## src/rtl/disp_win_pkg.sv

```systemverilog
// Package: shared constants and the identification content generator.
// Assumes byte addressing and 32-bit little-endian data lanes.
package disp_win_pkg;

    localparam logic [31:0] BO_BIG_CODE    = 32'hBEBE_BEBE;
    localparam logic [31:0] BO_LITTLE_CODE = 32'h1E1E_1E1E;
    localparam int unsigned LANES          = 4;

    typedef enum logic [2:0] {
        WIN_NONE,
        WIN_ID,
        WIN_PORT,
        WIN_IDX,
        WIN_EXT
    } win_e;

    // Identification byte i: fixed 8-byte header, then an arithmetic fill.
    function automatic logic [7:0] id_byte(input logic [31:0] i);
        logic [31:0] fill;
        if (i == 32'd0 || i == 32'd7) begin
            return 8'h00;
        end else if (i < 32'd8) begin
            return 8'hFF;
        end
        fill = (i * 32'd37) + 32'd11;
        return fill[7:0];
    endfunction

endpackage

```

## src/rtl/disp_port_file.sv

```systemverilog
// Legacy byte-port bank: NPORTS byte ports, plus an indirect sequencer
// array reached through an index port and a data port.
// Assumes size is 1, 2 or 4. Write lanes are applied lowest first, so a
// lane hitting the data port sees an index written by an earlier lane.
module disp_port_file #(
    parameter int unsigned NPORTS    = 32,
    parameter int unsigned SEQ_DEPTH = 8,
    parameter int unsigned IDX_OFS   = 4,
    parameter int unsigned DATA_OFS  = 5,
    localparam int unsigned OFS_W    = $clog2(NPORTS)
) (
    input  logic             clk,
    input  logic             rst_n,
    input  logic             wr_en,
    input  logic [OFS_W-1:0] ofs,
    input  logic [2:0]       size,
    input  logic [31:0]      wdata,
    output logic [31:0]      rdata
);
    import disp_win_pkg::*;

    localparam int unsigned PW    = OFS_W + 2;
    localparam int unsigned SEQ_W = $clog2(SEQ_DEPTH);

    logic [7:0]       port_q [NPORTS];
    logic [7:0]       port_d [NPORTS];
    logic [7:0]       seq_q  [SEQ_DEPTH];
    logic [7:0]       seq_d  [SEQ_DEPTH];
    logic [SEQ_W-1:0] idx_run;
    logic [SEQ_W-1:0] idx_rd;
    logic [PW-1:0]    p;

    assign idx_rd = port_q[IDX_OFS][SEQ_W-1:0];

    // Walk the byte lanes in order: build read data and next state.
    always_comb begin
        port_d  = port_q;
        seq_d   = seq_q;
        idx_run = idx_rd;
        rdata   = '0;
        p       = '0;
        for (int k = 0; k < int'(LANES); k++) begin
            p = PW'(ofs) + PW'(k);
            if (k < int'(size) && p < PW'(NPORTS)) begin
                if (p == PW'(DATA_OFS)) begin
                    rdata[8*k +: 8] = seq_q[idx_rd];
                end else begin
                    rdata[8*k +: 8] = port_q[p[OFS_W-1:0]];
                end
                if (wr_en) begin
                    if (p == PW'(DATA_OFS)) begin
                        seq_d[idx_run] = wdata[8*k +: 8];
                    end else begin
                        port_d[p[OFS_W-1:0]] = wdata[8*k +: 8];
                        if (p == PW'(IDX_OFS)) begin
                            idx_run = wdata[8*k +: SEQ_W];
                        end
                    end
                end
            end
        end
    end

    // Commit port and sequencer state; reset clears everything.
    always_ff @(posedge clk) begin
        if (!rst_n) begin
            for (int i = 0; i < int'(NPORTS); i++) begin
                port_q[i] <= '0;
            end
            for (int j = 0; j < int'(SEQ_DEPTH); j++) begin
                seq_q[j] <= '0;
            end
        end else if (wr_en) begin
            port_q <= port_d;
            seq_q  <= seq_d;
        end
    end

endmodule

```

## src/rtl/disp_idx_file.sv

```systemverilog
// Directly addressed indexed register file: NREGS registers of 16 bits.
// The index arrives already halved (byte offset >> 1). Indices at or
// above NREGS read zero and ignore writes.
module disp_idx_file #(
    parameter int unsigned NREGS = 16,
    parameter int unsigned IW    = 7
) (
    input  logic          clk,
    input  logic          rst_n,
    input  logic          wr_en,
    input  logic [IW-1:0] idx,
    input  logic [15:0]   wdata,
    output logic [31:0]   rdata
);
    localparam int unsigned RW = $clog2(NREGS);

    logic [15:0] regs_q [NREGS];
    logic        in_range;

    assign in_range = idx < IW'(NREGS);

    // Read path: zero-extend the selected register, zero when out of range.
    always_comb begin
        rdata = '0;
        if (in_range) begin
            rdata[15:0] = regs_q[idx[RW-1:0]];
        end
    end

    // Write path: store the low half-word into the selected register.
    always_ff @(posedge clk) begin
        if (!rst_n) begin
            for (int i = 0; i < int'(NREGS); i++) begin
                regs_q[i] <= '0;
            end
        end else if (wr_en && in_range) begin
            regs_q[idx[RW-1:0]] <= wdata;
        end
    end

endmodule

```

## src/rtl/disp_ext_regs.sv

```systemverilog
// Extension register set: a read-only span register and the byte-order
// register. Only 4-byte accesses are honoured; others read zero.
module disp_ext_regs #(
    parameter logic [31:0] EXT_SPAN = 32'h100,
    parameter logic [7:0]  SPAN_OFS = 8'h00,
    parameter logic [7:0]  BO_OFS   = 8'h04
) (
    input  logic        clk,
    input  logic        rst_n,
    input  logic        hit,
    input  logic        we,
    input  logic [7:0]  ofs,
    input  logic [2:0]  size,
    input  logic [31:0] wdata,
    output logic [31:0] rdata,
    output logic        big_endian
);
    import disp_win_pkg::*;

    logic full_word;

    assign full_word = (size == 3'd4);

    // Read decode of the two defined offsets.
    always_comb begin
        rdata = '0;
        if (full_word && ofs == SPAN_OFS) begin
            rdata = EXT_SPAN;
        end else if (full_word && ofs == BO_OFS) begin
            rdata = big_endian ? BO_BIG_CODE : BO_LITTLE_CODE;
        end
    end

    // Byte-order flag: changes only on an exact code match.
    always_ff @(posedge clk) begin
        if (!rst_n) begin
            big_endian <= 1'b0;
        end else if (hit && we && full_word && ofs == BO_OFS) begin
            if (wdata == BO_BIG_CODE) begin
                big_endian <= 1'b1;
            end else if (wdata == BO_LITTLE_CODE) begin
                big_endian <= 1'b0;
            end
        end
    end

endmodule

```

## src/rtl/disp_win_decode.sv

```systemverilog
// Top: decodes one register window into identification bytes, legacy
// ports, indexed registers and extension registers, and registers the
// read data. Assumes one-cycle strobes with sizes of 1, 2 or 4 bytes.
module disp_win_decode #(
    parameter int unsigned ADDR_W    = 12,
    parameter bit          EXT_EN    = 1'b1,
    parameter bit          ID_EN     = 1'b1,
    parameter int unsigned ID_BYTES  = 384,
    parameter int unsigned PORT_BASE = 'h400,
    parameter int unsigned NPORTS    = 32,
    parameter int unsigned IDX_BASE  = 'h500,
    parameter int unsigned IDX_SPAN  = 'h100,
    parameter int unsigned NREGS     = 16,
    parameter int unsigned EXT_BASE  = 'h600,
    parameter int unsigned EXT_SPAN  = 'h100,
    parameter logic [7:0]  BASE_REV  = 8'd1
) (
    input  logic              clk,
    input  logic              rst_n,
    input  logic              bus_valid,
    input  logic              bus_we,
    input  logic [ADDR_W-1:0] bus_addr,
    input  logic [2:0]        bus_size,
    input  logic [31:0]       bus_wdata,
    output logic [31:0]       bus_rdata,
    output logic              fb_big_endian,
    output logic [7:0]        dev_revision
);
    import disp_win_pkg::*;

    localparam int unsigned POFS_W = $clog2(NPORTS);
    localparam int unsigned IOFS_W = $clog2(IDX_SPAN);

    logic [31:0] a32;
    win_e        win;
    logic [31:0] port_rdata, idx_rdata, ext_rdata, id_rdata, mux_rdata;
    logic [31:0] port_rel, idx_rel, ext_rel;

    assign a32          = 32'(bus_addr);
    assign port_rel     = a32 - 32'(PORT_BASE);
    assign idx_rel      = a32 - 32'(IDX_BASE);
    assign ext_rel      = a32 - 32'(EXT_BASE);
    assign dev_revision = EXT_EN ? 8'd2 : BASE_REV;

    // Window decode; disabled windows decode as holes.
    always_comb begin
        win = WIN_NONE;
        if (ID_EN && a32 < 32'(ID_BYTES)) begin
            win = WIN_ID;
        end else if (a32 >= 32'(PORT_BASE) && a32 < 32'(PORT_BASE + NPORTS)) begin
            win = WIN_PORT;
        end else if (a32 >= 32'(IDX_BASE) && a32 < 32'(IDX_BASE + IDX_SPAN)) begin
            win = WIN_IDX;
        end else if (EXT_EN && a32 >= 32'(EXT_BASE) && a32 < 32'(EXT_BASE + EXT_SPAN)) begin
            win = WIN_EXT;
        end
    end

    disp_port_file #(
        .NPORTS(NPORTS)
    ) u_ports (
        .clk   (clk),
        .rst_n (rst_n),
        .wr_en (bus_valid && bus_we && win == WIN_PORT),
        .ofs   (port_rel[POFS_W-1:0]),
        .size  (bus_size),
        .wdata (bus_wdata),
        .rdata (port_rdata)
    );

    disp_idx_file #(
        .NREGS (NREGS),
        .IW    (IOFS_W - 1)
    ) u_idx (
        .clk   (clk),
        .rst_n (rst_n),
        .wr_en (bus_valid && bus_we && win == WIN_IDX),
        .idx   (idx_rel[IOFS_W-1:1]),
        .wdata (bus_wdata[15:0]),
        .rdata (idx_rdata)
    );

    generate
        if (EXT_EN) begin : g_ext
            disp_ext_regs #(
                .EXT_SPAN (32'(EXT_SPAN))
            ) u_ext (
                .clk        (clk),
                .rst_n      (rst_n),
                .hit        (bus_valid && win == WIN_EXT),
                .we         (bus_we),
                .ofs        (ext_rel[7:0]),
                .size       (bus_size),
                .wdata      (bus_wdata),
                .rdata      (ext_rdata),
                .big_endian (fb_big_endian)
            );
        end else begin : g_no_ext
            assign ext_rdata     = '0;
            assign fb_big_endian = 1'b0;
        end

        if (ID_EN) begin : g_id
            // Identification read: generate each lane's byte from its address.
            always_comb begin
                id_rdata = '0;
                for (int k = 0; k < int'(LANES); k++) begin
                    if (k < int'(bus_size) && (a32 + 32'(k)) < 32'(ID_BYTES)) begin
                        id_rdata[8*k +: 8] = id_byte(a32 + 32'(k));
                    end
                end
            end
        end else begin : g_no_id
            assign id_rdata = '0;
        end
    endgenerate

    // Read data select by window.
    always_comb begin
        case (win)
            WIN_ID:   mux_rdata = id_rdata;
            WIN_PORT: mux_rdata = port_rdata;
            WIN_IDX:  mux_rdata = idx_rdata;
            WIN_EXT:  mux_rdata = ext_rdata;
            default:  mux_rdata = '0;
        endcase
    end

    // Read data register: loads on a read strobe, holds otherwise.
    always_ff @(posedge clk) begin
        if (!rst_n) begin
            bus_rdata <= '0;
        end else if (bus_valid && !bus_we) begin
            bus_rdata <= mux_rdata;
        end
    end

endmodule

```

## config.mk

```make
export PLATFORM = sky130hd
export DESIGN_NAME = disp_win_decode
export DESIGN_NICKNAME = d
export VERILOG_FILES = /design/src/rtl/disp_win_pkg.sv /design/src/rtl/disp_port_file.sv /design/src/rtl/disp_idx_file.sv /design/src/rtl/disp_ext_regs.sv /design/src/rtl/disp_win_decode.sv
export SDC_FILE = /design/constraint.sdc
export NUM_CORES = 2
export LEC_CHECK = 0
export ABC_AREA = 1
export BUFFER_PORTS_ARGS = -buffer_cell sky130_fd_sc_hd__buf_2
export CELL_PAD_IN_SITES_DETAIL_PLACEMENT = 1
export CELL_PAD_IN_SITES_GLOBAL_PLACEMENT = 2
export CORE_MARGIN = 4
export CORE_UTILIZATION = 32
export CTS_CLUSTER_SIZE = 16
export DETAILED_ROUTE_END_ITERATION = 10
export PLACE_DENSITY = 0.84
export SETUP_SLACK_MARGIN = 0.02
export SYNTH_ARGS = -nofsm -noshare
export SYNTH_HDL_FRONTEND = slang
export SYNTH_HIERARCHICAL = 1
export SYNTH_SLANG_ARGS = --single-unit
```

## constraint.sdc

```tcl
create_clock -name clk -period 3.7 [get_ports clk]
set_clock_uncertainty 0.1 [all_clocks]
set_input_delay 0.185 -clock clk [delete_from_list [all_inputs] [get_ports clk]]
set_output_delay 0.185 -clock clk [all_outputs]
set_load 0.02 [all_outputs]
```

==> flow_metrics.tcl <==
set metrics [dict create \
    status "finished with violations" \
    violations "negative setup slack" \
    via_count 66875 \
    finalSetupViolations 2 \
    routed_wl_mm 350 \
    maxSlewViolCount 0 \
    ir_drop_uv 366 \
    start_util 0.323 \
    first_pass_iters 6 \
    max_clock_freq_mhz 264 \
    critPathBufInv 4 \
    fillerInstances 20767 \
    dr_wl_met3_mm 38.5 \
    h-tree-depth 3 \
    grt_max_degree 139 \
    synth.area.top_cells "nand2_1 20%, edfxtp_1 15%, dfxtp_1 14%" \
    area_growth_pct 23.6 \
    grt_pass1_wl_mm 486 \
    final_common_cell "nand2_1" \
    power_density_nw_per_um2 327 \
    final_hold_viol_count 0 \
    dieArea_um2 167000 \
    post_cts.repair.setup_buffers 0 \
    io_buffers 83 \
    io_pins 92 \
    clock-sinks 609 \
    ys_seq_area_frac 0.288 \
    arrival_ns 4.36 \
    highest_layer "met5" \
    layout_common_cells "2799 x nand2_1, 1053 x o21ai_0, 958 x buf_4, 757 x nor2_1, 727 x a21oi_1" \
    cp_common_cell "buf_4" \
    numCtsBuffers 84 \
    hp-class "input pin to flip-flop" \
    synth_edf_count 256 \
    dp_cells 11025 \
    cp.required_ns 4.27 \
    ant_nets 0 \
    fin_ws_ns -0.0878 \
    ff2ff_setup_slack_ns -0.09 \
    cts_tree "done" \
    synth_area_per_cell_um2 6.07 \
    worstHoldEndpoint "bus_rdata[8]" \
    cap_violations 0 \
    route.met2.wl_mm 144 \
    r2r_cells 13 \
    ys_warn_count 6 \
    track_usage 0.403 \
    reg2reg_to "bus_rdata[1]" \
    synth_ff_type "dfxtp_1" \
    fp.dieW_um 408 \
    hp-start "bus_addr[0]" \
    max_slew.worst_pin.slew_ns 1.41 \
    clockBufferDepth 3 \
    syn_area_um2 51300 \
    final_layout_size_suffix_gt1_frac 0.162 \
    fin_crit_sh 1.02 \
    grt_pass1_vias 63601 \
    synthDistinctLibCells 69 \
    wl_per_cell_um 31.2 \
    m1WireLength_mm 143 \
    die_y_um 408 \
    clk_latency_ns 0.75 \
    path_clk_slew_ns 0.06 \
    endpoint_kind "flip-flop" \
    critPathMaxStageDelay_ns 0.78 \
    crit_fanout 7 \
    via_per_inst 5.96 \
    max-slew-margin-rel 0.0602 \
    synthCells 8446 \
    slowest_stage "a221oi_1" \
    final_nets 9201 \
    grt_setup_unrepaired "yes" \
    cts_root_buffer "clkbuf_16" \
    ys_async_sr_fraction 0 \
    first_iter_violations 8863 \
    ys_ff_latch 609 \
    dp_hpwl_mm 259 \
    p_leak_nw 27.7 \
    coreArea_um2 159000 \
    yosys.area.top_type "nand2_1" \
    worst-setup-path-type "flip-flop to flip-flop" \
    synth_top_area_frac 0.205 \
    path_cells "nand2_1, inv_1, buf_4, o21ai_0, o22ai_1, nor4_2, buf_4, a221oi_1, buf_4, nand2_1, nand3_1, o21ai_0, a21oi_1" \
    grt-ovfl-total 0 \
    cp-start-kind "flip-flop" \
    antenna_found_initial 32 \
    post-route-min-period_ns 3.79 \
    r2r_start "u_ports/idx_rd[1]" \
    finalSetupTns_ns -0.0965 \
    fin_cells 11221 \
    gp_congestion 1.08 \
    hold_depth 8 \
    drc 0 \
    row_count 146 \
    crit_family "compound AO/OA/AOI/OAI gates" \
]
-- how the worst max path moves through the flow --
stage,start,endpoint,slack (ns),depth (start not counted)
finish,u_ports/idx_rd[1],bus_rdata[1],-0.09,13
global route,u_ports/idx_rd[0],bus_rdata[18],-0.003,15
CTS,u_ports/idx_rd[0],bus_rdata[18],0.12,15
detailed placement,bus_addr[0],u_ports/port_q[14],-0.51,17
global placement,bus_addr[0],u_ports/port_q[12],-0.34,17
floorplan,bus_addr[1],bus_rdata[24],0.03,21
-- kinds of logic after synthesis --
group	Yosys count	synth area share
compound gates	2316	0.249
xor+xnor	21	0.00359
fa+ha+maj	92	0.0236
buf+inv	1263	0.102
flops	609	0.288
mux	27	0.00527
other cells	4	0.000293
simple gates	4114	0.327
-- state kept, by name (all words and copies together) (netlist names) --
name / count
u_ports/seq_q: 64
g_ext.u_ext/big_endian: 1
u_idx/regs_q: 256
bus_rdata: 32
u_ports/idx_rd: 3
u_ports/port_q: 253
-- cell usage after synthesis, types with 8 or more instances --
cell type,number
nand2_1,2799
o21ai_0,1055
nor2_1,759
a21oi_1,727
inv_1,572
clkbuf_1,423
dfxtp_1,353
nand3_1,322
edfxtp_1,256
o211ai_1,239
buf_2,85
ha_1,84
buf_4,72
o21ai_1,67
nor2_2,60
o22ai_1,55
inv_2,49
nand2_2,39
nand4_1,38
a221oi_1,35
buf_1,29
nor2_4,28
mux2i_1,27
a31oi_1,26
o221ai_1,21
a22oi_1,20
nor3_1,20
a211oi_1,16
buf_6,16
clkinv_1,14
a22o_1,11
nand2_4,11
xor2_1,11
o21bai_1,10
xnor2_1,10
nand3_2,9
fa_1,8
-- per-layer routing --
layer  GRT usage  up-vias
li1            -    29157
met1       0.537    32896
met2       0.592     3873
met3      0.0984      935
met4       0.230       14
met5           0        -
-- layout make-up --
class / instances / area [µm²] / area share
Multi-Input combinational cell: 6601 / 31400 / 0.496
Sequential cell: 609 / 14800 / 0.233
Timing Repair Buffer: 1125 / 9150 / 0.144
Tap cell: 2072 / 2590 / 0.0409
Inverter: 637 / 2430 / 0.0383
Clock buffer: 113 / 2310 / 0.0365
Clock inverter: 41 / 642 / 0.0101
Antenna cell: 23 / 57.6 / 0.000909
-- worst register-to-register path: cells and delay by family (launching register included) --
family | cells | cell delay, ns
compound gates | 5 | 1.59
buf+inv | 4 | 0.76
flops | 1 | 0.66
simple gates | 4 | 0.59
-- what timing repair did --
action,4_1_cts,5_1_grt
endpoints found under the hold margin,83,0
hold buffers,19,0
gates resized for setup,0,2
endpoints found under the setup margin,0,7
-- where the power goes --
part | leakage [nW] | total [mW] | internal [mW] | switching (mW)
clock | 1.42 | 8.89 | 5.20 | 3.69
sequential | 5.27 | 7.18 | 7.13 | 0.0482
combinational | 21.0 | 4.66 | 1.37 | 3.30
-- stage by stage --
step           instance area (µm²)  setup WS (ns)  hold slack [ns]  total power [mW]   util
2_1_floorplan                51400         0.0335            0.207              9.31      -
3_3_place_gp                 60100         -0.342            0.317              11.7  0.379
3_5_place_dp                 60100         -0.508            0.322              11.8  0.379
4_1_cts                      63300          0.117           0.0242              20.7  0.399
5_1_grt                      63300       -0.00313            0.110              21.3  0.399
6_report                     63300        -0.0878           0.0582              20.7  0.399
Power figures use the tool's default switching activity.
